<file path="config.mk">
export PLATFORM = sky130hd
export DESIGN_NAME = seg_ptr_writer
export DESIGN_NICKNAME = d
export VERILOG_FILES = /design/src/rtl/segw_pkg.sv /design/src/rtl/segw_sync.sv /design/src/rtl/segw_timer.sv /design/src/rtl/segw_bytes.sv /design/src/rtl/segw_seq.sv /design/src/rtl/seg_ptr_writer.sv
export SDC_FILE = /design/constraint.sdc
export NUM_CORES = 1
export LEC_CHECK = 0
export BUFFER_PORTS_ARGS = -buffer_cell sky130_fd_sc_hd__buf_2
export CORE_UTILIZATION = 40
export DETAILED_ROUTE_END_ITERATION = 10
export PLACE_DENSITY = 0.57
export SLEW_MARGIN = 20
export SYNTH_ARGS = -nofsm -noshare
export SYNTH_HDL_FRONTEND = slang
export SYNTH_SLANG_ARGS = --single-unit
</file>
<file path="constraint.sdc">
create_clock -name clk -period 4.58 [get_ports clk]
set_input_delay 0.229 -clock clk [delete_from_list [all_inputs] [get_ports clk]]
set_output_delay 0.229 -clock clk [all_outputs]
set_load 0.01 [all_outputs]
</file>
<file path="src/rtl/segw_pkg.sv">
package segw_pkg;

    localparam logic [6:0] SEG_PTR_ADDR = 7'h30;
    localparam int         SLOT_BITS    = 9;

    typedef enum logic [2:0] {
        PH_IDLE,
        PH_PRE,
        PH_START,
        PH_BYTE,
        PH_TAIL
    } phase_e;

    typedef enum logic [1:0] {
        WT_OFF,
        WT_SETTLE,
        WT_RETRY,
        WT_HALF
    } wait_e;

    typedef struct packed {
        logic scl_rel;
        logic sda_rel;
        logic chk;
    } step_t;

    function automatic logic [7:0] addr_byte();
        return {SEG_PTR_ADDR, 1'b0};
    endfunction

    function automatic logic [2:0] last_sub(phase_e ph);
        case (ph)
            PH_PRE:   return 3'd4;
            PH_START: return 3'd1;
            PH_BYTE:  return 3'd3;
            PH_TAIL:  return 3'd1;
            default:  return 3'd0;
        endcase
    endfunction

    // Line levels and clock-hold check for each micro-step of the sequence.
    function automatic step_t step_for(phase_e ph, logic [2:0] sub, logic dbit);
        step_t s;
        s.scl_rel = 1'b1;
        s.sda_rel = 1'b1;
        s.chk     = 1'b0;
        case (ph)
            PH_PRE: begin
                case (sub)
                    3'd0:    begin s.scl_rel = 1'b0; s.sda_rel = 1'b1; end
                    3'd1:    begin s.scl_rel = 1'b0; s.sda_rel = 1'b0; end
                    3'd2:    begin s.scl_rel = 1'b1; s.sda_rel = 1'b0; s.chk = 1'b1; end
                    default: begin s.scl_rel = 1'b1; s.sda_rel = 1'b1; end
                endcase
            end
            PH_START: begin
                s.sda_rel = 1'b0;
                s.scl_rel = (sub == 3'd0);
            end
            PH_BYTE: begin
                s.sda_rel = dbit;
                case (sub)
                    3'd1:    begin s.scl_rel = 1'b1; s.chk = 1'b1; end
                    3'd2:    s.scl_rel = 1'b1;
                    default: s.scl_rel = 1'b0;
                endcase
            end
            PH_TAIL: begin
                s.sda_rel = 1'b1;
                s.scl_rel = (sub != 3'd0);
                s.chk     = (sub != 3'd0);
            end
            default: ;
        endcase
        return s;
    endfunction

endpackage

</file>
<file path="src/rtl/segw_sync.sv">
module segw_sync #(
    parameter int   STAGES  = 2,
    parameter logic RST_VAL = 1'b1
) (
    input  logic clk,
    input  logic rst,
    input  logic d,
    output logic q
);
    logic [STAGES-1:0] chain;

    genvar g;
    generate
        for (g = 0; g < STAGES; g++) begin : g_stage
            if (g == 0) begin : g_first
                always_ff @(posedge clk) begin
                    if (rst) chain[0] <= RST_VAL;
                    else     chain[0] <= d;
                end
            end else begin : g_next
                always_ff @(posedge clk) begin
                    if (rst) chain[g] <= RST_VAL;
                    else     chain[g] <= chain[g-1];
                end
            end
        end
    endgenerate

    assign q = chain[STAGES-1];
endmodule

</file>
<file path="src/rtl/segw_timer.sv">
module segw_timer #(
    parameter int CW = 10
) (
    input  logic          clk,
    input  logic          rst,
    input  logic          load,
    input  logic [CW-1:0] load_val,
    output logic          expire
);
    logic [CW-1:0] cnt;
    logic          run;

    assign expire = run && (cnt == '0);

    always_ff @(posedge clk) begin
        if (rst) begin
            cnt <= '0;
            run <= 1'b0;
        end else if (load) begin
            cnt <= load_val;
            run <= 1'b1;
        end else if (expire) begin
            run <= 1'b0;
        end else if (run) begin
            cnt <= cnt - 1'b1;
        end
    end
endmodule

</file>
<file path="src/rtl/segw_bytes.sv">
module segw_bytes
    import segw_pkg::*;
(
    input  logic       clk,
    input  logic       rst,
    input  logic       load,
    input  logic [7:0] seg_in,
    input  logic       adv,
    output logic       cur_bit,
    output logic       ack_slot,
    output logic       last_slot,
    output logic [7:0] seg_q
);
    localparam logic [3:0] ACK_IDX = 4'(SLOT_BITS - 1);

    logic       byte_sel;
    logic [3:0] bit_idx;
    logic [7:0] cur_byte;
    logic [2:0] pos;

    assign cur_byte  = byte_sel ? seg_q : addr_byte();
    assign pos       = 3'd7 - bit_idx[2:0];
    assign ack_slot  = (bit_idx == ACK_IDX);
    assign last_slot = ack_slot && byte_sel;
    assign cur_bit   = ack_slot ? 1'b1 : cur_byte[pos];

    always_ff @(posedge clk) begin
        if (rst) begin
            byte_sel <= 1'b0;
            bit_idx  <= '0;
            seg_q    <= '0;
        end else if (load) begin
            byte_sel <= 1'b0;
            bit_idx  <= '0;
            seg_q    <= seg_in;
        end else if (adv) begin
            if (ack_slot) begin
                bit_idx  <= '0;
                byte_sel <= 1'b1;
            end else begin
                bit_idx  <= bit_idx + 1'b1;
            end
        end
    end
endmodule

</file>
<file path="src/rtl/segw_seq.sv">
module segw_seq
    import segw_pkg::*;
#(
    parameter int HALF_CYC   = 500,
    parameter int SETTLE_CYC = 4,
    parameter int POLL_TRIES = 100,
    parameter int CW         = 10,
    parameter int TW         = 7
) (
    input  logic          clk,
    input  logic          rst,
    input  logic          start,
    input  logic          scl_s,
    input  logic          sda_s,
    input  logic          cur_bit,
    input  logic          ack_slot,
    input  logic          last_slot,
    input  logic          tmr_expire,
    output logic          tmr_load,
    output logic [CW-1:0] tmr_val,
    output logic          load_bytes,
    output logic          adv_bit,
    output logic          scl_low,
    output logic          sda_low,
    output logic          done,
    output logic          error,
    output logic          busy,
    output logic          in_byte
);
    localparam logic [CW-1:0] HALF_M1   = CW'(HALF_CYC - 1);
    localparam logic [CW-1:0] SETTLE_M1 = CW'(SETTLE_CYC - 1);
    localparam logic [CW-1:0] RETRY_M1  = CW'(2 * HALF_CYC - 1);
    localparam logic [TW-1:0] TRY_LIM   = TW'(POLL_TRIES);

    phase_e        phase_q;
    logic [2:0]    sub_q;
    wait_e         wt_q;
    logic [TW-1:0] tries_q;
    logic          done_q, err_q;

    step_t      cur_step;
    phase_e     nph;
    logic [2:0] nsub;
    logic       want_adv, fin, next_chk;
    logic       idle, chk_eval, high_ok, timeout, retry, step_end, nack, enter;

    assign idle     = (phase_q == PH_IDLE);
    assign busy     = !idle;
    assign in_byte  = (phase_q == PH_BYTE);
    assign cur_step = step_for(phase_q, sub_q, cur_bit);
    assign scl_low  = busy && !cur_step.scl_rel;
    assign sda_low  = busy && !cur_step.sda_rel;
    assign done     = done_q;
    assign error    = err_q;

    assign chk_eval = tmr_expire && ((wt_q == WT_SETTLE) || (wt_q == WT_RETRY));
    assign high_ok  = chk_eval && scl_s;
    assign timeout  = chk_eval && !scl_s && (tries_q == TRY_LIM);
    assign retry    = chk_eval && !scl_s && (tries_q != TRY_LIM);
    assign step_end = tmr_expire && (wt_q == WT_HALF) && busy;
    assign nack     = step_end && in_byte && (sub_q == 3'd1) && ack_slot && sda_s;

    always_comb begin
        nph      = phase_q;
        nsub     = sub_q + 3'd1;
        want_adv = 1'b0;
        fin      = 1'b0;
        if (idle) begin
            nph  = PH_PRE;
            nsub = 3'd0;
        end else if (sub_q == last_sub(phase_q)) begin
            nsub = 3'd0;
            case (phase_q)
                PH_PRE:   nph = PH_START;
                PH_START: nph = PH_BYTE;
                PH_BYTE: begin
                    if (ack_slot && last_slot) nph = PH_TAIL;
                    else                       want_adv = 1'b1;
                end
                PH_TAIL:  fin = 1'b1;
                default:  ;
            endcase
        end
    end

    assign next_chk   = step_for(nph, nsub, 1'b0).chk;
    assign enter      = (idle && start) || (step_end && !fin && !nack);
    assign load_bytes = idle && start;
    assign adv_bit    = step_end && want_adv && !nack;
    assign tmr_load   = enter || high_ok || retry;

    always_comb begin
        if (enter)        tmr_val = next_chk ? SETTLE_M1 : HALF_M1;
        else if (high_ok) tmr_val = HALF_M1;
        else              tmr_val = RETRY_M1;
    end

    always_ff @(posedge clk) begin
        if (rst) begin
            phase_q <= PH_IDLE;
            sub_q   <= '0;
            wt_q    <= WT_OFF;
            tries_q <= '0;
            done_q  <= 1'b0;
            err_q   <= 1'b0;
        end else begin
            done_q <= 1'b0;
            err_q  <= 1'b0;
            if (idle) begin
                if (start) begin
                    phase_q <= nph;
                    sub_q   <= nsub;
                    wt_q    <= next_chk ? WT_SETTLE : WT_HALF;
                    tries_q <= '0;
                end
            end else if (timeout || nack) begin
                phase_q <= PH_IDLE;
                sub_q   <= '0;
                wt_q    <= WT_OFF;
                err_q   <= 1'b1;
            end else if (step_end && fin) begin
                phase_q <= PH_IDLE;
                sub_q   <= '0;
                wt_q    <= WT_OFF;
                done_q  <= 1'b1;
            end else if (step_end) begin
                phase_q <= nph;
                sub_q   <= nsub;
                wt_q    <= next_chk ? WT_SETTLE : WT_HALF;
                tries_q <= '0;
            end else if (high_ok) begin
                wt_q    <= WT_HALF;
            end else if (retry) begin
                wt_q    <= WT_RETRY;
                tries_q <= tries_q + 1'b1;
            end
        end
    end
endmodule

</file>
<file path="src/rtl/seg_ptr_writer.sv">
module seg_ptr_writer
    import segw_pkg::*;
#(
    parameter int HALF_CYC    = 500,
    parameter int SETTLE_CYC  = 4,
    parameter int POLL_TRIES  = 100,
    parameter int SYNC_STAGES = 2
) (
    input  logic       clk,
    input  logic       rst,
    input  logic       start,
    input  logic [7:0] seg_num,
    input  logic       scl_in,
    input  logic       sda_in,
    output logic       scl_low,
    output logic       sda_low,
    output logic       done,
    output logic       error
);
    localparam int CW = $clog2(2 * HALF_CYC + SETTLE_CYC + 1);
    localparam int TW = $clog2(POLL_TRIES + 1);

    logic          scl_s, sda_s;
    logic          tmr_load, tmr_expire;
    logic [CW-1:0] tmr_val;
    logic          load_bytes, adv_bit;
    logic          cur_bit, ack_slot, last_slot;
    logic [7:0]    seg_q;
    logic          busy, in_byte;

    segw_sync #(.STAGES(SYNC_STAGES), .RST_VAL(1'b1)) u_sync_scl (
        .clk(clk), .rst(rst), .d(scl_in), .q(scl_s)
    );

    segw_sync #(.STAGES(SYNC_STAGES), .RST_VAL(1'b1)) u_sync_sda (
        .clk(clk), .rst(rst), .d(sda_in), .q(sda_s)
    );

    segw_timer #(.CW(CW)) u_timer (
        .clk(clk), .rst(rst), .load(tmr_load), .load_val(tmr_val), .expire(tmr_expire)
    );

    segw_bytes u_bytes (
        .clk(clk), .rst(rst), .load(load_bytes), .seg_in(seg_num), .adv(adv_bit),
        .cur_bit(cur_bit), .ack_slot(ack_slot), .last_slot(last_slot), .seg_q(seg_q)
    );

    segw_seq #(
        .HALF_CYC(HALF_CYC), .SETTLE_CYC(SETTLE_CYC), .POLL_TRIES(POLL_TRIES),
        .CW(CW), .TW(TW)
    ) u_seq (
        .clk(clk), .rst(rst), .start(start), .scl_s(scl_s), .sda_s(sda_s),
        .cur_bit(cur_bit), .ack_slot(ack_slot), .last_slot(last_slot),
        .tmr_expire(tmr_expire), .tmr_load(tmr_load), .tmr_val(tmr_val),
        .load_bytes(load_bytes), .adv_bit(adv_bit),
        .scl_low(scl_low), .sda_low(sda_low), .done(done), .error(error),
        .busy(busy), .in_byte(in_byte)
    );
endmodule

</file>
=== Word-level counts from Yosys, hierarchy flattened ===
Cells that the tools add are included.

* $add $sub $neg: 5
* $mul: 0
* Divide/modulo/power cells: 0
* Order comparisons: 1
* Equal/unequal tests: 23
* Shift operators: 0
* Muxes and demuxes: 61
* Bitwise operators: 0
* Reductions and logical operators: 53

{| class="wikitable"
|+ Operators with widths
! operator !! number
|-
| 10-bit 2-to-1 mux || 5
|-
| 7-bit 2-to-1 mux || 7
|-
| 3-bit 2-to-1 mux || 16
|-
| 1-bit logical AND || 22
|-
| 3-bit case mux with 3 select lines || 2
|-
| 1-bit 2-to-1 mux || 16
|-
| 2-bit 2-to-1 mux || 8
|-
| 3-bit by 2-bit equality test with 1-bit output (second input constant) || 5
|-
| 3-bit by 1-bit equality test with 1-bit output (second input constant) || 4
|-
| 10-bit zero test || 1
|-
| 10-bit by 1-bit subtractor with 10-bit output (second input constant) || 1
|-
| 9-bit 2-to-1 mux || 1
|-
| 3-bit nonzero test || 3
|-
| 8-bit 2-to-1 mux || 1
|-
| 2-bit case mux with 4 select lines || 1
|-
| 2-bit AND reduction || 4
|-
| 2-bit OR reduction || 4
|-
| 7-bit by 1-bit adder with 7-bit output (second input constant) || 1
|-
| 7-bit equality test (second input constant) || 1
|-
| 7-bit != test (second input constant) || 1
|-
| 3-bit equality test (second input constant) || 2
|-
| 1-bit zero test || 6
|-
| 3-bit zero test || 2
|-
| 2-bit case mux with 3 select lines || 1
|-
| other kinds (20) || 28
|}

* Flip-flop bits (word level): 45
* Latch bits: 0
* Bits in writable memories: 0
* Memory bits (read-only): 0
* Output and inout port bits: 4
* Word-level logic and storage cells: 158
* Memories kept: 0

=== Longest topological paths before layout ===
* Word-level depth: 15
* Gate-level depth with buffers: 10

=== Modules after synthesis ===
From an unflattened synthesis, not the netlist that was laid out.

* Cell total of the unflattened synthesis: 366
* Area, all modules: 3,060.4 µm²

{| class="wikitable"
|+ By module, submodules not included
! module !! times used !! cells an instance !! area an instance (µm²) !! sequential area each (µm²)
|-
| segw_seq || 1 || 215 || 1,675.4 || 340.3
|-
| segw_timer || 1 || 78 || 670.6 || 220.2
|-
| segw_bytes || 1 || 65 || 609.3 || 260.2
|-
| segw_sync || 2 || 4 || 52.6 || 40.0
|}

=== Worst setup path after synthesis ===
No wires, ideal clock.

* Path kind: reg-to-reg
* Start: register u_timer.cnt[0]
* End: register u_seq.phase_q[0]
* Library setup time: 0.067 ns
* Arrival time: 2.721 ns
* Data required time: 4.513 ns
* Path slack: 1.792 ns
* Stages on the path, launching flop included: 11
* Path buffers: 2
* Period minus slack after synthesis: 2.788 ns
* Cell sequence: dfxtp_1 > inv_1 > ha_1 > or3b_1 > buf_6 > or3_4 > or4_4 > buf_6 > a21o_1 > or3b_1 > a21oi_2

* Longest elaborated chain between the ends: 11

{| class="wikitable"
|+ Ends and longest elaborated chain
! element !! RTL line !! RTL
|-
| from (decl) || segw_timer.sv:10 || <nowiki>logic [CW-1:0] cnt;</nowiki>
|-
| from (signal assigned) || segw_timer.sv:20 || <nowiki>cnt <= load_val;</nowiki>
|-
| from (signal assigned) || segw_timer.sv:25 || <nowiki>cnt <= cnt - 1'b1;</nowiki>
|-
| 10-bit zero test (*) || segw_timer.sv:13 || <nowiki>assign expire = run && (cnt == '0);</nowiki>
|-
| 1-bit logical AND (*) || segw_timer.sv:13 ||
|-
| 1-bit logical AND (2 in series) || segw_seq.sv:60 || <nowiki>assign step_end = tmr_expire && (wt_q == WT_HALF) && busy;</nowiki>
|-
| 1-bit logical AND (4 in series) || segw_seq.sv:61 || <nowiki>assign nack = step_end && in_byte && (sub_q == 3'd1) && ack_slot && sda_s;</nowiki>
|-
| 1-bit logical OR || segw_seq.sv:116 || <nowiki>end else if (timeout || nack) begin</nowiki>
|-
| 4-bit nonzero test (no line) / 3-bit 2-to-1 mux (equally long branches) || - ||
|-
| 2-bit AND reduction (no line) / 3-bit 2-to-1 mux (equally long branches) || - ||
|-
| to (signal assigned) || segw_seq.sv:111 || <nowiki>phase_q <= nph;</nowiki>
|-
| to (signal assigned) || segw_seq.sv:127 || <nowiki>phase_q <= nph;</nowiki>
|-
| to (decl) || segw_seq.sv:35 || <nowiki>phase_e phase_q;</nowiki>
|}

Every way passes the cells marked *; elsewhere a longest branch is shown, timed or not.
A chain may end at the register's enable or synchronous reset.

=== Worst setup path after layout ===
* Start: register u_timer.cnt[0]
* End: register u_seq.tries_q[3]

* Longest elaborated chain between the ends: 11

{| class="wikitable"
|+ Ends and longest elaborated chain
! element !! RTL line !! RTL
|-
| 10-bit zero test (*) || segw_timer.sv:13 ||
|-
| 1-bit logical AND (*) || segw_timer.sv:13 ||
|-
| 1-bit logical AND (2 in series) || segw_seq.sv:60 ||
|-
| 1-bit logical AND (4 in series) || segw_seq.sv:61 ||
|-
| 1-bit logical OR || segw_seq.sv:116 ||
|-
| 2-bit by 1-bit != test with 1-bit output (no line) || - ||
|-
| 5-bit AND reduction (no line) || - ||
|-
| to (signal assigned) || segw_seq.sv:135 || <nowiki>tries_q <= tries_q + 1'b1;</nowiki>
|-
| to (decl) || segw_seq.sv:38 || <nowiki>logic [TW-1:0] tries_q;</nowiki>
|}

Every way passes the cells marked *; elsewhere a longest branch is shown, timed or not. The select of a mux whose other input is x is not followed.

==> metrics.cfg <==
[sta]
fin_crit_sh=0.644
max_slew_margin=0.449
fin_skew_ns=0.00448
setup_tns_ns=0
fin_ws_ns=1.63
tightest_slew_ns=0.821
final-setup-viol-count=0
final-max-slew-violation-count=0
min_period_ns=2.95
hold_viol=0
fmax_mhz=339
rsz0062_at_grt=false

[synthesis]
yosysSeqAreaShare=0.317
syn_inst=369
syn_area_um2=2840
ys.flop_type=dfxtp_1
synth_cell_types=66
synth_edf_count=0
ys_async_sr_fraction=0
synth_nets=392
syn_avg_cell_area_um2=7.70
yosys_warnings=0
synth_seq_cells=45

[power_and_ir_drop]
p_per_area_nw_per_um2=312
p_clk_frac=0.326
p_int_mw=0.676
ir_drop_v=0.000144
switching_share=0.294
comb_power_share=0.208
cellLeakagePower_nw=1.06
p_switching_mw=0.282
p_seq_frac=0.466

[detailed_routing]
num_vias=2690
via_per_inst=5.76
routed_wl_um=6970
drt_iter0_markers=150
wl_per_cell_um=14.9
first_pass_iters=4
drc=0
ant_nets=0

[layout]
multiInputGateArea_um2=1790
regArea_um2=901
stdcell_count=467
drive_gt1_frac=0.119
post-route-util=0.449
nFillCells=715
layout-area-overhead-vs-synth_pct=7.97
fin_nets=393
num_antenna_cells=0

[cts]
postCtsSetupBuffers=0
cts.clk_slew.worst_paths_ns=0.09
cts_inserted_buffers=5
clock_latency_ns=0.29
cts.sinks=45
cts_root_buffer=clkbuf_8
holdBufCountCts=0
htreeDepth=2
cts.path.max_buffers=2
cts_resized=0
cts_tree=built

[setup_path]
end_kind=flip-flop
rr_endpoint=u_seq.tries_q[3]
start_kind=flip-flop
worst_ep_required_time_ns=4.79
crit_type=flip-flop to flip-flop
r2r_slack_ns=1.63
r2r_start=u_timer.cnt[0]
cp_max_fo=7
crit_arrival_ns=3.16
reg2reg_depth=8

[floorplanning]
num_rows=30
fp.dieArea_um2=7450
chipHeight_um=86.3
core_area_um2=6830
die_x_um=86.3
io_pins=17
start_util=0.416

[worst_hold_path]
min_from=sda_in
hold_depth=2
min_to=u_sync_sda.chain[0]
hold_path_class=primary input to flip-flop

[grt]
first_global_vias=2433
grt-ovfl-total=0
grt_usage=0.195
grt_max_degree=43
antenna_found_initial=0
grt_pass1_wl_um=11800

[job]
maxCapViolations=0

[placement]
post-dp-hpwl_um=5060
portBuffers=16
gp_congestion=0.876
post-place-ws_ns=1.67
placed_cells=459

[run_status]
status=complete, no violations

-- per-stage QoR --
step	hold slack, ns	total power [mW]	area (um^2)
floorplan	0.333	0.609	2840
finish	0.117	0.958	3070
detailed placement	0.394	0.652	2950
CTS	0.111	0.967	3070
global route	0.112	1.01	3070
global placement	0.394	0.650	2950
-- placed cells by master (no fill, tap or decap), types with 6 or more instances in the layout --
cell / count
a21oi_1: 36
a31oi_1: 9
buf_2: 16
clkbuf_8: 6
dfxtp_1: 45
ha_1: 10
inv_1: 13
nand2_1: 56
nand2b_1: 6
nand3_1: 10
nor2_1: 23
nor3_1: 10
nor4_1: 8
o21ai_0: 10
-- worst max path at each step --
stage,startpoint,end,cells after the start
2_1_floorplan,u_timer.cnt[0],u_seq.phase_q[0],10
3_3_place_gp,u_timer.cnt[0],u_seq.tries_q[4],8
3_5_place_dp,u_timer.cnt[0],u_seq.tries_q[4],8
4_1_cts,u_timer.cnt[0],u_seq.tries_q[6],8
5_1_grt,u_timer.cnt[0],u_seq.tries_q[3],8
6_report,u_timer.cnt[0],u_seq.tries_q[3],8
-- layout make-up --
| cell class | instances | share of cell area |
|---|---|---|
| multi-input cells | 287 | 0.583 |
| clock inverters | 1 | 0.00978 |
| inverters | 13 | 0.0159 |
| repair buffers | 18 | 0.0310 |
| clock buffers | 7 | 0.0281 |
| flip-flops and latches | 45 | 0.294 |
| well taps | 96 | 0.0391 |
-- state kept, by name (all words and copies together) (netlist names) --
register          flops
u_seq.tries_q         7
u_timer.cnt          10
u_seq.phase_q         3
u_seq.wt_q            2
u_bytes.byte_sel      1
u_bytes.bit_idx       4
u_timer.run           1
u_seq.sub_q           3
u_bytes.seg_q         8
u_seq.error           1
u_sync_scl.q          1
u_seq.done            1
u_sync_sda.chain      1
u_sync_sda.q          1
u_sync_scl.chain      1
-- critical path, cell delays in order, from the launching register on --
cell and delay (ns):
dfxtp_1 0.35, inv_1 0.06, ha_1 0.17, or3b_1 0.48, nor4_1 0.75, nand3b_1 0.34, nor2_1 0.36, a21oi_1 0.12
a311oi_1 0.23
-- per-layer routing --
layer	share of wire	wire, um	GRT usage
met1	0.49	3450	0.271
met2	0.48	3340	0.324
met3	0.022	156	0.0257
met4	0.0039	27	0.0409
met5	0	0	0
-- power by group through the flow --
stage	Combinational (mW)	Sequential, mW	Clock [mW]
3_5_place_dp	0.198	0.455	0
2_1_floorplan	0.166	0.443	0
4_1_cts	0.199	0.446	0.323
5_1_grt	0.225	0.451	0.338
3_3_place_gp	0.195	0.455	0
6_report	0.199	0.446	0.312
-- synth_stat cells, drive strengths merged (2+ instances only) --
cell	n	area share
a2111oi	2	0.0062
a211o	5	0.015
a211oi	4	0.011
a21oi	37	0.066
a2bb2oi	3	0.0092
a311oi	5	0.015
a31oi	9	0.020
and2	2	0.0048
and3	4	0.0088
buf	5	0.013
clkbuf	19	0.025
dfxtp	45	0.32
ha	10	0.044
inv	13	0.017
mux2i	2	0.0070
nand2	56	0.074
nand2b	6	0.013
nand3	10	0.018
nand3b	5	0.013
nand4	4	0.0088
nand4b	4	0.012
nor2	24	0.032
nor2b	2	0.0044
nor3	10	0.018
nor3b	2	0.0053
nor4	8	0.018
nor4b	3	0.0092
o211a	2	0.0070
o211ai	3	0.0079
o21ai	11	0.019
o221ai	2	0.0062
o22ai	2	0.0044
o31ai	2	0.0053
o41ai	2	0.0062
or2	5	0.011
or3	8	0.022
or3b	3	0.0092
or4	8	0.023
xnor2	4	0.012
xor2	2	0.0062
-- cells by family after synthesis --
group	Yosys count	synth area share
AO/OA/AOI/OAI	102	0.240
XOR/XNOR	6	0.0185
adder cells (fa/ha/maj)	10	0.0440
buffers and inverters	37	0.0550
flip-flops	45	0.317
multiplexers	3	0.0150
AND/OR/NAND/NOR	166	0.310
Note: power is estimated with default switching activity, not from simulation.
